$ cat config.mk
export PLATFORM = sky130hd
export DESIGN_NAME = busclk_gen
export DESIGN_NICKNAME = d
export VERILOG_FILES = /design/src/rtl/busclk_pkg.sv /design/src/rtl/busclk_div.sv /design/src/rtl/busclk_rst.sv /design/src/rtl/busclk_rdy.sv /design/src/rtl/busclk_gen.sv
export SDC_FILE = /design/constraint.sdc
export NUM_CORES = 1
export LEC_CHECK = 0
export ABC_AREA = 1
export BUFFER_PORTS_ARGS = -buffer_cell sky130_fd_sc_hd__buf_2
export CORE_AREA = 8 8 45 47
export DETAILED_ROUTE_END_ITERATION = 12
export DIE_AREA = 0 0 53 55
export GPL_TIMING_DRIVEN = 0
export PLACE_DENSITY = 0.57
export SLEW_MARGIN = 20
export SYNTH_ARGS = -nofsm -noshare
export SYNTH_HDL_FRONTEND = slang
export SYNTH_HIERARCHICAL = 1
export SYNTH_SLANG_ARGS = --single-unit
$ cat constraint.sdc
create_clock -name osc_clk -period 2.6 [get_ports osc_clk]
set_input_delay 0.26 -clock osc_clk [delete_from_list [all_inputs] [get_ports osc_clk]]
set_output_delay 0.26 -clock osc_clk [all_outputs]
set_load 0.01 [all_outputs]
$ cat src/rtl/busclk_pkg.sv
package busclk_pkg;

    // One ready source: a request and an enable that bypasses it.
    typedef struct packed {
        logic req;
        logic bypass;
    } rdy_src_t;

    // Derived clock bundle from the divider.
    typedef struct packed {
        logic cpu;   // processor clock level
        logic per;   // peripheral clock level
        logic tick;  // the coming oscillator edge is a processor rising edge
    } clk_bus_t;

    function automatic logic merge_ready(input rdy_src_t a, input rdy_src_t b);
        return (a.req | a.bypass) & (b.req | b.bypass);
    endfunction

endpackage

$ cat src/rtl/busclk_div.sv
module busclk_div
    import busclk_pkg::*;
#(
    parameter int CPU_DIV = 3
) (
    input  logic     osc_clk,
    input  logic     init,
    output clk_bus_t clks
);
    localparam int PH_W = (CPU_DIV > 2) ? $clog2(CPU_DIV) : 1;
    localparam logic [PH_W-1:0] PH_LAST = PH_W'(CPU_DIV - 1);

    logic [PH_W-1:0] phase_q;
    logic            cpu_q;
    logic            per_q;
    logic            tick;

    assign tick = (phase_q == PH_LAST);

    always_ff @(posedge osc_clk) begin
        if (init) begin
            phase_q <= '0;
            cpu_q   <= 1'b1;
            per_q   <= 1'b0;
        end else begin
            phase_q <= tick ? '0 : phase_q + 1'b1;
            cpu_q   <= tick;
            per_q   <= per_q ^ tick;
        end
    end

    always_comb begin
        clks.cpu  = cpu_q;
        clks.per  = per_q;
        clks.tick = tick;
    end
endmodule

$ cat src/rtl/busclk_rst.sv
module busclk_rst #(
    parameter int SYNC_STAGES = 2,
    parameter int HOLD_CYCLES = 4
) (
    input  logic osc_clk,
    input  logic init,
    input  logic tick,
    input  logic rst_req,
    output logic rst_out
);
    localparam int CW = $clog2(HOLD_CYCLES + 1);
    localparam logic [CW-1:0] HOLD_MAX  = CW'(HOLD_CYCLES);
    localparam logic [CW-1:0] HOLD_LAST = CW'(HOLD_CYCLES - 1);

    logic [SYNC_STAGES-1:0] sync_q;
    logic [CW-1:0]          hold_q;
    logic                   rst_q;
    logic                   req_synced;

    generate
        if (SYNC_STAGES > 1) begin : g_chain
            always_ff @(posedge osc_clk) begin
                if (init)      sync_q <= '0;
                else if (tick) sync_q <= {sync_q[SYNC_STAGES-2:0], rst_req};
            end
        end else begin : g_single
            always_ff @(posedge osc_clk) begin
                if (init)      sync_q <= '0;
                else if (tick) sync_q <= rst_req;
            end
        end
    endgenerate

    assign req_synced = sync_q[SYNC_STAGES-1];

    always_ff @(posedge osc_clk) begin
        if (init) begin
            hold_q <= '0;
            rst_q  <= 1'b1;
        end else if (tick) begin
            if (req_synced) begin
                hold_q <= '0;
                rst_q  <= 1'b1;
            end else begin
                if (hold_q != HOLD_MAX) hold_q <= hold_q + 1'b1;
                rst_q <= (hold_q < HOLD_LAST);
            end
        end
    end

    assign rst_out = rst_q;
endmodule

$ cat src/rtl/busclk_rdy.sv
module busclk_rdy
    import busclk_pkg::*;
(
    input  logic     osc_clk,
    input  logic     init,
    input  logic     tick,
    input  rdy_src_t src_a,
    input  rdy_src_t src_b,
    output logic     rdy_out
);
    logic rdy_q;

    always_ff @(posedge osc_clk) begin
        if (init)      rdy_q <= 1'b0;
        else if (tick) rdy_q <= merge_ready(src_a, src_b);
    end

    assign rdy_out = rdy_q;
endmodule

$ cat src/rtl/busclk_gen.sv
module busclk_gen
    import busclk_pkg::*;
#(
    parameter int CPU_DIV     = 3,
    parameter int SYNC_STAGES = 2,
    parameter int HOLD_CYCLES = 4
) (
    input  logic osc_clk,
    input  logic init,
    input  logic rst_req,
    input  logic rdy_a,
    input  logic en_a,
    input  logic rdy_b,
    input  logic en_b,
    output logic osc_out,
    output logic cpu_clk,
    output logic per_clk,
    output logic rst_out,
    output logic rdy_out
);
    clk_bus_t clks;
    rdy_src_t src_a;
    rdy_src_t src_b;

    assign src_a = '{req: rdy_a, bypass: en_a};
    assign src_b = '{req: rdy_b, bypass: en_b};

    busclk_div #(.CPU_DIV(CPU_DIV)) u_div (
        .osc_clk (osc_clk),
        .init    (init),
        .clks    (clks)
    );

    busclk_rst #(.SYNC_STAGES(SYNC_STAGES), .HOLD_CYCLES(HOLD_CYCLES)) u_rst (
        .osc_clk (osc_clk),
        .init    (init),
        .tick    (clks.tick),
        .rst_req (rst_req),
        .rst_out (rst_out)
    );

    busclk_rdy u_rdy (
        .osc_clk (osc_clk),
        .init    (init),
        .tick    (clks.tick),
        .src_a   (src_a),
        .src_b   (src_b),
        .rdy_out (rdy_out)
    );

    assign osc_out = osc_clk;
    assign cpu_clk = clks.cpu;
    assign per_clk = clks.per;
endmodule

Yosys cells after proc, flatten, opt, wreduce, memory -nomap -nowiden --
Cells that the tools add are included. Widths: inputs -> output; s select.
Storage, ports and cells: output and inout bits 5, bits in registers 11
Cells by class: equal/unequal tests 2, bitwise operators 4, mux-type cells 3, order comparisons 1, reductions and logical operators 3, $add $sub $neg 2
Operator list (number):
- $mux 3 | 2
- $add 3x1->3 const B | 1
- $lt 3x2->1 const B | 1
- $ne 3x3->1 const B | 1
- $add 2x1->2 const B | 1
- $eq 2x2->1 const B | 1
- $or 1x1->1 | 2
- $reduce_and 2->1 | 1
- $reduce_bool 2->1 | 1
- $reduce_or 2->1 | 1
- $and 1x1->1 | 1
- $mux 1 | 1
- $xor 1x1->1 | 1

Longest topological paths before layout --
Gate-level depths: netlist of run 1.
depth in word-level cells 3, gate-level depth with buffers 8

Hierarchy --
The synthesis of run 1 kept the hierarchy.
Modules (own cells, without submodules):
- busclk_rst | instances 1, sequential area each 120.1 sq um, cells an instance 39, area each 291.5 sq um
- busclk_div | instances 1, sequential area each 80.1 sq um, cells an instance 17, area each 153.9 sq um
- busclk_rdy | instances 1, sequential area each 20.0 sq um, cells an instance 10, area each 58.8 sq um
- busclk_gen | instances 1, sequential area each 0.0 sq um, cells an instance 1, area each 7.5 sq um

==> impl_metrics.py, run 1 <==
metrics = {
    "finish": {
        "finalInstanceArea_um2": 636,
        "drive_above_1_share": 0.271,
        "final_common_cell": "nand2_1",
        "synthToLayoutAreaGrowth_pct": 24.2,
        "final_cell_mix": "nand2_1 (14), inv_1 (12), buf_2 (11), dfxtp_1 (11), clkbuf_4 (6)",
        "antenna_cells": 0,
        "finalNetCount": 96,
        "fin_util": 0.459,
    },
    "sta": {
        "grt_setup_unrepaired": "no",
        "drv_slew": 0,
        "setup_viol": 0,
        "fin_setup_tns_ns": 0,
        "fin_skew_ns": 0.000599,
        "worst_hold_slack_ns": 0.141,
        "worst-slew-pin-transition_ns": 0.300,
        "hold_viol": 0,
        "relSlewSlack": 0.800,
    },
    "route": {
        "antenna_left": 0,
        "drc_errors": 0,
        "wl_per_cell_um": 8.45,
        "drt_pass1_iterations": 2,
        "drt-total-wl_um": 853,
        "drtIter0Drc": 4,
        "via_count": 435,
        "viasPerCell": 4.31,
    },
    "floorplanning": {
        "die-area_mm2": 0.00292,
        "start_util": 0.370,
        "fp.coreArea_mm2": 0.00138,
        "dieHeight_um": 55,
        "die_x_um": 53,
        "io_pins": 12,
        "fp-row-count": 14,
    },
    "place": {
        "io_buffers": 11,
        "place_congestion": 0.716,
        "placedInstanceArea_um2": 587,
        "hpwlAfterDp_um": 676,
    },
    "worst_setup_path": {
        "critPathCaptureType": "output port",
        "cp_top_family": "buffers and inverters",
        "cp-start-kind": "clock port",
        "cpMaxStageDelayCell": "buf_2",
        "arrival_ns": 1.77,
        "crit_chain": "clkbuf_4 -> clkbuf_4 -> buf_4 -> buf_2",
        "path_common_cell": "clkbuf_4",
        "critical_path_buf_inv_count": 4,
        "path_class": "clk2out",
        "path_max_fanout": 2,
        "critPathRequiredTime_ns": 2.34,
        "crit_path_max_incr_delay_ns": 0.13,
    },
    "clock_network": {
        "clk_pin_slew_ns": 0.06,
        "ctsResizeCount": 0,
        "cts_tree": "built",
        "cts_hold_buf": 0,
        "cts_setup_buffers": 0,
        "insertion_delay_ns": 0.37,
    },
    "yosys": {
        "ys_types": 17,
        "synthesis.area_um2": 512,
        "seq_area_frac_synth": 0.430,
        "yosysTopAreaCell": "dfxtp_1",
        "synth_top_area_frac": 0.430,
        "synth.avg_cell_area_um2": 7.64,
        "synth_nets": 77,
        "yosysWarnings": 6,
        "ys_top_cells_by_area": "dfxtp_1 (43%), nand2_1 (10%), inv_1 (8.8%)",
        "synth_seq_cells": 11,
        "synthCells": 67,
    },
    "min_path": {
        "min_path_type": "in2reg",
    },
    "power": {
        "p_clk_frac": 0.411,
        "seqPwrFrac": 0.386,
        "comb_power_share": 0.203,
        "vdd_drop_max_v": 0.000423,
        "switchingPower_uw": 152,
        "p_per_area_mw_per_mm2": 841,
        "p_sw_frac": 0.285,
        "power.leakage_uw": 0.000321,
        "intPower_uw": 382,
    },
    "global_route": {
        "grt_pass1_vias": 441,
        "antenna_found_initial": 0,
        "grt-ovfl-total": 0,
        "grt_start_max_net_pins": 10,
        "track_usage": 0.0779,
        "grt_pass1_wl_mm": 1.60,
    },
    "flow_run": {
        "maxCapViolCount": 0,
    },
    "outcome": {
        "outcome": "finished clean",
    },
}
-- state kept, by name (all words and copies together), names as in the netlist --
name / count
u_div/cpu_q: 1
u_div/per_q: 1
u_div/phase_q: 2
u_rdy/rdy_out: 1
u_rst/hold_q: 3
u_rst/rst_out: 1
u_rst/sync_q: 2
-- per-layer routing --
| metal | global-route usage | part of all wire | wire length, µm |
|---|---|---|---|
| met1 | 0.0767 | 0.47 | 399 |
| met2 | 0.104 | 0.47 | 405 |
| met3 | 0.0428 | 0.056 | 48 |
| met4 | 0.0991 | 0 | 0 |
| met5 | 0 | 0 | 0 |
-- final cells by class --
type / instances / area (µm²)
Inverter: 13 / 48.8
Clock buffer: 8 / 53.8
Multi-Input combinational cell: 39 / 213
Buffer: 4 / 30.0
Timing Repair Buffer: 10 / 50.0
Fill cell: 153 / 748
Tap cell: 16 / 20.0
Sequential cell: 11 / 220
-- worst min-delay path: stages --
cell and delay [ns]:
buf_2 0.09, nand2_1 0.05, a21oi_1 0.05
-- cells in the mapped netlist (all sizes together) --
library cell	number
ha	3
nand4	1
a211oi	1
nor2	5
buf	4
nand3	3
o21bai	2
nor3	2
o211ai	1
or2	1
a21oi	5
a21boi	1
dfxtp	11
inv	13
nand2	14
-- metrics by stage --
stage	power [µW]	std cells	setup WS, ns
after CTS	548	101	0.564
final	535	101	0.574
after detailed placement	365	94	0.814
after global placement	364	94	0.814
after global routing	584	101	0.553
after floorplan	323	67	0.921
-- path summary, 6_finish.rpt --
kind | from | end | slack (ns) | depth (start not counted)
worst min-delay path | rst_req | u_rst/sync_q[0] | 0.14 | 3
worst min register to register | u_div/phase_q[0] | u_div/phase_q[0] | 0.41 | 1
worst max register to register | u_div/phase_q[0] | u_rst/hold_q[0] | 1.24 | 5
worst max-delay path | osc_clk | osc_out | 0.57 | 4
-- cell families after synthesis --
kind of cell	share of synthesized area
simple gates	0.213
buf+inv	0.154
flops	0.430
compound gates	0.130
fa+ha+maj	0.0734
-- power by group through the flow --
stage	Combinational (µW)	Clock, µW	Sequential (µW)
after floorplan	80.6	31.7	211
after global placement	110	43.9	210
after detailed placement	110	43.9	211
final	108	220	207
after CTS	110	231	207
after global routing	126	248	210
No activity file was read; power rests on OpenSTA's default activity.
==> run 2: changes to the inputs <==
- PLACE_DENSITY: 0.57 -> 0.6
- clock period: 2.6 -> 1.6 ns (I/O delays scaled with it)
==> run 2 against run 1 <==
Against the previous run: clock power grew 66%; power grew 65%; via count grew 7.1%; combinational power grew 67%; global-route usage grew 0.61 points; flip-flop and latch count is the same; register-to-register slack lost 1.0 ns; die area is the same; count of clock-buffer cells in the layout is the same; sequential power grew 62%; cell count is the same; highest routed layer is now met4.
==> impl_metrics.py, run 2 (synthesized netlist as in run 1, its figures left out) <==
metrics = {
    "outcome": {
        "outcome": "finished clean",
    },
    "route": {
        "wl_met2_um": 486,
        "viasPerCell": 4.61,
        "highest_layer": "met4",
        "drt_pass1_iterations": 4,
        "wl_met3_um": 75,
        "wl_met1_um": 400,
        "drtIter0Drc": 7,
        "wl_per_cell_um": 9.70,
        "antenna_left": 0,
        "drc_errors": 0,
        "via_count": 466,
        "drt-total-wl_um": 980,
    },
    "min_path": {
        "min_path_type": "in2reg",
    },
    "finish": {
        "final_cells": 101,
        "largest_register_ffs": 3,
        "drive_above_1_share": 0.271,
        "final_common_cell": "nand2_1",
        "synthToLayoutAreaGrowth_pct": 24.2,
        "finalNetCount": 96,
        "antenna_cells": 0,
        "top_regs": "u_rst/hold_q x3, u_div/phase_q x2, u_rst/sync_q x2",
        "final_cell_mix": "nand2_1 (14), inv_1 (12), buf_2 (11), dfxtp_1 (11), clkbuf_4 (6)",
        "top_register": "u_rst/hold_q",
    },
    "worst_setup_path": {
        "path_max_fanout": 2,
        "arrival_ns": 1.27,
        "critPathCaptureType": "output port",
        "path_class": "clk2out",
        "critPathRequiredTime_ns": 1.44,
        "cp-start-kind": "clock port",
    },
    "clock_network": {
        "cts_setup_buffers": 0,
        "cts_tree": "built",
        "insertion_delay_ns": 0.37,
        "cts_hold_buf": 0,
        "ctsResizeCount": 0,
        "clk_pin_slew_ns": 0.07,
    },
    "floorplanning": {
        "die_x_um": 53,
        "start_util": 0.370,
        "fp-row-count": 14,
        "die-area_mm2": 0.00292,
        "dieHeight_um": 55,
        "fp.coreArea_mm2": 0.00138,
        "io_pins": 12,
    },
    "flow_run": {
        "maxCapViolCount": 0,
    },
    "sta": {
        "worst-slew-pin-transition_ns": 0.349,
        "hold_viol": 0,
        "relSlewSlack": 0.767,
        "fin_skew_ns": 0.00411,
        "grt_setup_unrepaired": "no",
        "drv_slew": 0,
        "fin_setup_tns_ns": 0,
        "setup_viol": 0,
    },
    "global_route": {
        "antenna_found_initial": 0,
        "track_usage": 0.0839,
        "grt_pass1_vias": 470,
        "grt_start_max_net_pins": 10,
        "grt-ovfl-total": 0,
        "grt_pass1_wl_mm": 1.73,
    },
    "place": {
        "io_buffers": 11,
        "place_inst": 94,
        "hpwlAfterDp_um": 719,
        "place_congestion": 0.734,
    },
    "power": {
        "vdd_drop_max_v": 0.000594,
        "total_power_uw": 882,
        "p_per_area_mw_per_mm2": 1390,
        "power.leakage_uw": 0.000321,
    },
}
run 2: cell counts in the layout (fill, tap and decap cells not counted):
No cell type changed its count.
run 2: metal layers:
| layer | global-route usage | up-vias |
|---|---|---|
| li1 | - | 243 |
| met1 | 0.0753 | 206 |
| met2 | 0.135 | 14 |
| met3 | 0.0348 | 3 |
| met4 | 0.0948 | 0 |
| met5 | 0 | - |
run 2: path summary, 6_finish.rpt:
kind	cells after the start	slack, ns	endpoint	start
min	3	0.04	u_rst/sync_q[0]	rst_req
max	4	0.17	osc_out	osc_clk
min reg2reg	1	0.42	u_div/phase_q[0]	u_div/phase_q[0]
max reg2reg	5	0.20	u_rst/hold_q[0]	u_div/phase_q[0]
run 2: metrics by stage:
step                hold WS, ns  area (µm²)   util  setup WS (ns)
global route             0.0443         636  0.459         0.0303
floorplan                 0.229         512      -          0.392
global placement          0.341         587  0.424          0.210
CTS                      0.0366         636  0.459          0.157
detailed placement        0.341         587  0.424          0.190
finish                   0.0435         636  0.459          0.172
run 2: cell type report:
| class | instances | area, µm² |
|---|---|---|
| buffer | 4 | 30.0 |
| sequential | 11 | 220 |
| clock buffer | 8 | 53.8 |
| fill | 158 | 748 |
| inverter | 13 | 48.8 |
| tap | 16 | 20.0 |
| multi-input combinational | 39 | 213 |
| timing repair buffer | 10 | 50.0 |
run 2: critical path, stage by stage:
cell and delay (ns):
clkbuf_4 0.11, clkbuf_4 0.12, buf_4 0.11, buf_2 0.13
run 2: where the power goes:
group          total (µW)  internal [µW]  switching, µW  leakage (µW)
clock network         366            225            140     0.0000375
registers             336            315           20.9     0.0000903
logic                 180           80.6           99.0      0.000193
total                 882            622            260      0.000321
==> run 3: changes to the inputs <==
- CORE_AREA: 8 8 45 47 -> default
- CORE_MARGIN: default -> 8
- CORE_UTILIZATION: default -> 35
- DIE_AREA: 0 0 53 55 -> default
- PLACE_DENSITY: 0.6 -> 0.55
- REMOVE_ABC_BUFFERS: default -> 1
==> run 3 against run 2 <==
Against the previous run: via count fell by 5.8%; worst hold slack barely moved; flip-flop and latch count did not move; highest routed layer is now met3.
==> impl_metrics.py, run 3 (synthesized netlist as in run 1, its figures left out) <==
metrics = {
    "clock_network": {
        "ctsResizeCount": 0,
        "insertion_delay_ns": 0.37,
        "clk_pin_slew_ns": 0.07,
        "cts_hold_buf": 0,
        "cts_tree": "built",
        "cts_setup_buffers": 0,
    },
    "outcome": {
        "outcome": "finished clean",
    },
    "worst_setup_path": {
        "critPathRequiredTime_ns": 1.90,
        "path_max_fanout": 14,
        "critPathCaptureType": "register",
        "critical_path_buf_inv_count": 1,
        "cpMaxStageDelayCell": "a21oi_1",
        "cp_top_family": "compound AO/OA/AOI/OAI gates",
        "cp-start-kind": "register",
        "crit_chain": "inv_1 -> ha_1 -> a21oi_1 -> a21boi_1",
        "path_class": "reg2reg",
        "arrival_ns": 1.70,
        "crit_path_max_incr_delay_ns": 0.39,
    },
    "sta": {
        "fmax_mhz": 717,
        "drv_slew": 0,
        "fin_skew_ns": 0.00123,
        "hold_viol": 0,
        "relSlewSlack": 0.678,
        "layout_min_cycle_time_ns": 1.39,
        "fin_setup_tns_ns": 0,
        "fin_crit_sh": 0.871,
        "setup_viol": 0,
        "grt_setup_unrepaired": "no",
        "worst-slew-pin-transition_ns": 0.483,
        "worst_hold_slack_ns": 0.0439,
    },
    "power": {
        "seqPwrFrac": 0.405,
        "vdd_drop_max_v": 0.000744,
        "p_clk_frac": 0.395,
        "p_sw_frac": 0.300,
        "p_per_area_mw_per_mm2": 1370,
        "switchingPower_uw": 248,
        "comb_power_share": 0.199,
        "intPower_uw": 579,
        "power.leakage_uw": 0.000301,
    },
    "place": {
        "hpwlAfterDp_um": 676,
        "place_congestion": 0.743,
        "io_buffers": 11,
        "placedInstanceArea_um2": 556,
    },
    "flow_run": {
        "maxCapViolCount": 0,
    },
    "global_route": {
        "track_usage": 0.0740,
        "antenna_found_initial": 0,
        "grt_start_max_net_pins": 15,
        "grt_pass1_wl_mm": 1.58,
        "grt-ovfl-total": 0,
        "grt_pass1_vias": 397,
    },
    "finish": {
        "top_register": "u_rst/hold_q",
        "synthToLayoutAreaGrowth_pct": 18.1,
        "final_common_cell": "nand2_1",
        "antenna_cells": 0,
        "final_cell_mix": "nand2_1 (14), inv_1 (12), buf_2 (11), dfxtp_1 (11), clkbuf_4 (6)",
        "largest_register_ffs": 3,
        "nFillCells": 150,
        "finalInstanceArea_um2": 604,
        "finalNetCount": 92,
        "drive_above_1_share": 0.235,
        "top_regs": "u_rst/hold_q x3, u_div/phase_q x2, u_rst/sync_q x2",
    },
    "floorplanning": {
        "fp.coreArea_mm2": 0.00133,
        "start_util": 0.384,
        "die-area_mm2": 0.00294,
        "die_x_um": 54.2,
        "dieHeight_um": 54.2,
        "io_pins": 12,
        "fp-row-count": 13,
    },
    "route": {
        "wl_per_cell_um": 9.67,
        "via_count": 439,
        "antenna_left": 0,
        "drc_errors": 0,
        "drtIter0Drc": 10,
        "drt-total-wl_um": 928,
        "drt_pass1_iterations": 4,
        "viasPerCell": 4.57,
    },
    "min_path": {
        "min_path_type": "in2reg",
    },
}
[run 3: changes by cell type in the layout (fill, tap and decap cells not counted)]
cell,previous run,this run
buf_4,4,0
[run 3: worst register-to-register path, cell delays in order, from the launching register on]
cell and delay [ns]:
dfxtp_1 0.34, inv_1 0.05, ha_1 0.36, a21oi_1 0.39, a21boi_1 0.20
[run 3: layout make-up]
| class | instances | area, µm² | share of cell area |
|---|---|---|---|
| clock buffer | 8 | 53.8 | 0.0890 |
| timing repair buffer | 10 | 50.0 | 0.0828 |
| inverter | 13 | 48.8 | 0.0807 |
| sequential | 11 | 220 | 0.364 |
| multi-input combinational | 39 | 213 | 0.352 |
| tap | 15 | 18.8 | 0.0311 |
[run 3: layer usage]
layer  vias to the layer above  wire, µm  track usage  part of all wire
met5                         -         0            0                 0
met4                         0         0       0.0697                 0
met2                        13       381       0.0878              0.41
li1                        235         -            -                 -
met3                         0        58       0.0434             0.063
met1                       191       487       0.0882              0.52
[run 3: path summary, 6_finish.rpt]
path	slack, ns	end	from	cells past startpoint
max	0.21	u_rst/hold_q[0]	u_div/phase_q[0]	4
min	0.04	u_rst/sync_q[0]	rst_req	3
max reg2reg	0.21	u_rst/hold_q[0]	u_div/phase_q[0]	4
min reg2reg	0.42	u_div/phase_q[0]	u_div/phase_q[0]	1
[run 3: power groups by stage]
| stage | clock network [µW] | logic (µW) | registers [µW] |
|---|---|---|---|
| after floorplan | 0 | 111 | 348 |
| after global placement | 37.8 | 164 | 341 |
| after detailed placement | 37.8 | 165 | 342 |
| after CTS | 345 | 166 | 335 |
| after global routing | 363 | 187 | 342 |
| final | 327 | 165 | 335 |
[run 3: per-stage QoR]
step,util,total power (µW),setup WS [ns],instances
2_1_floorplan,-,458,0.427,63
3_3_place_gp,0.417,543,0.220,89
3_5_place_dp,0.417,545,0.223,89
4_1_cts,0.453,846,0.197,96
5_1_grt,0.453,893,0.0762,96
6_report,0.453,827,0.206,96
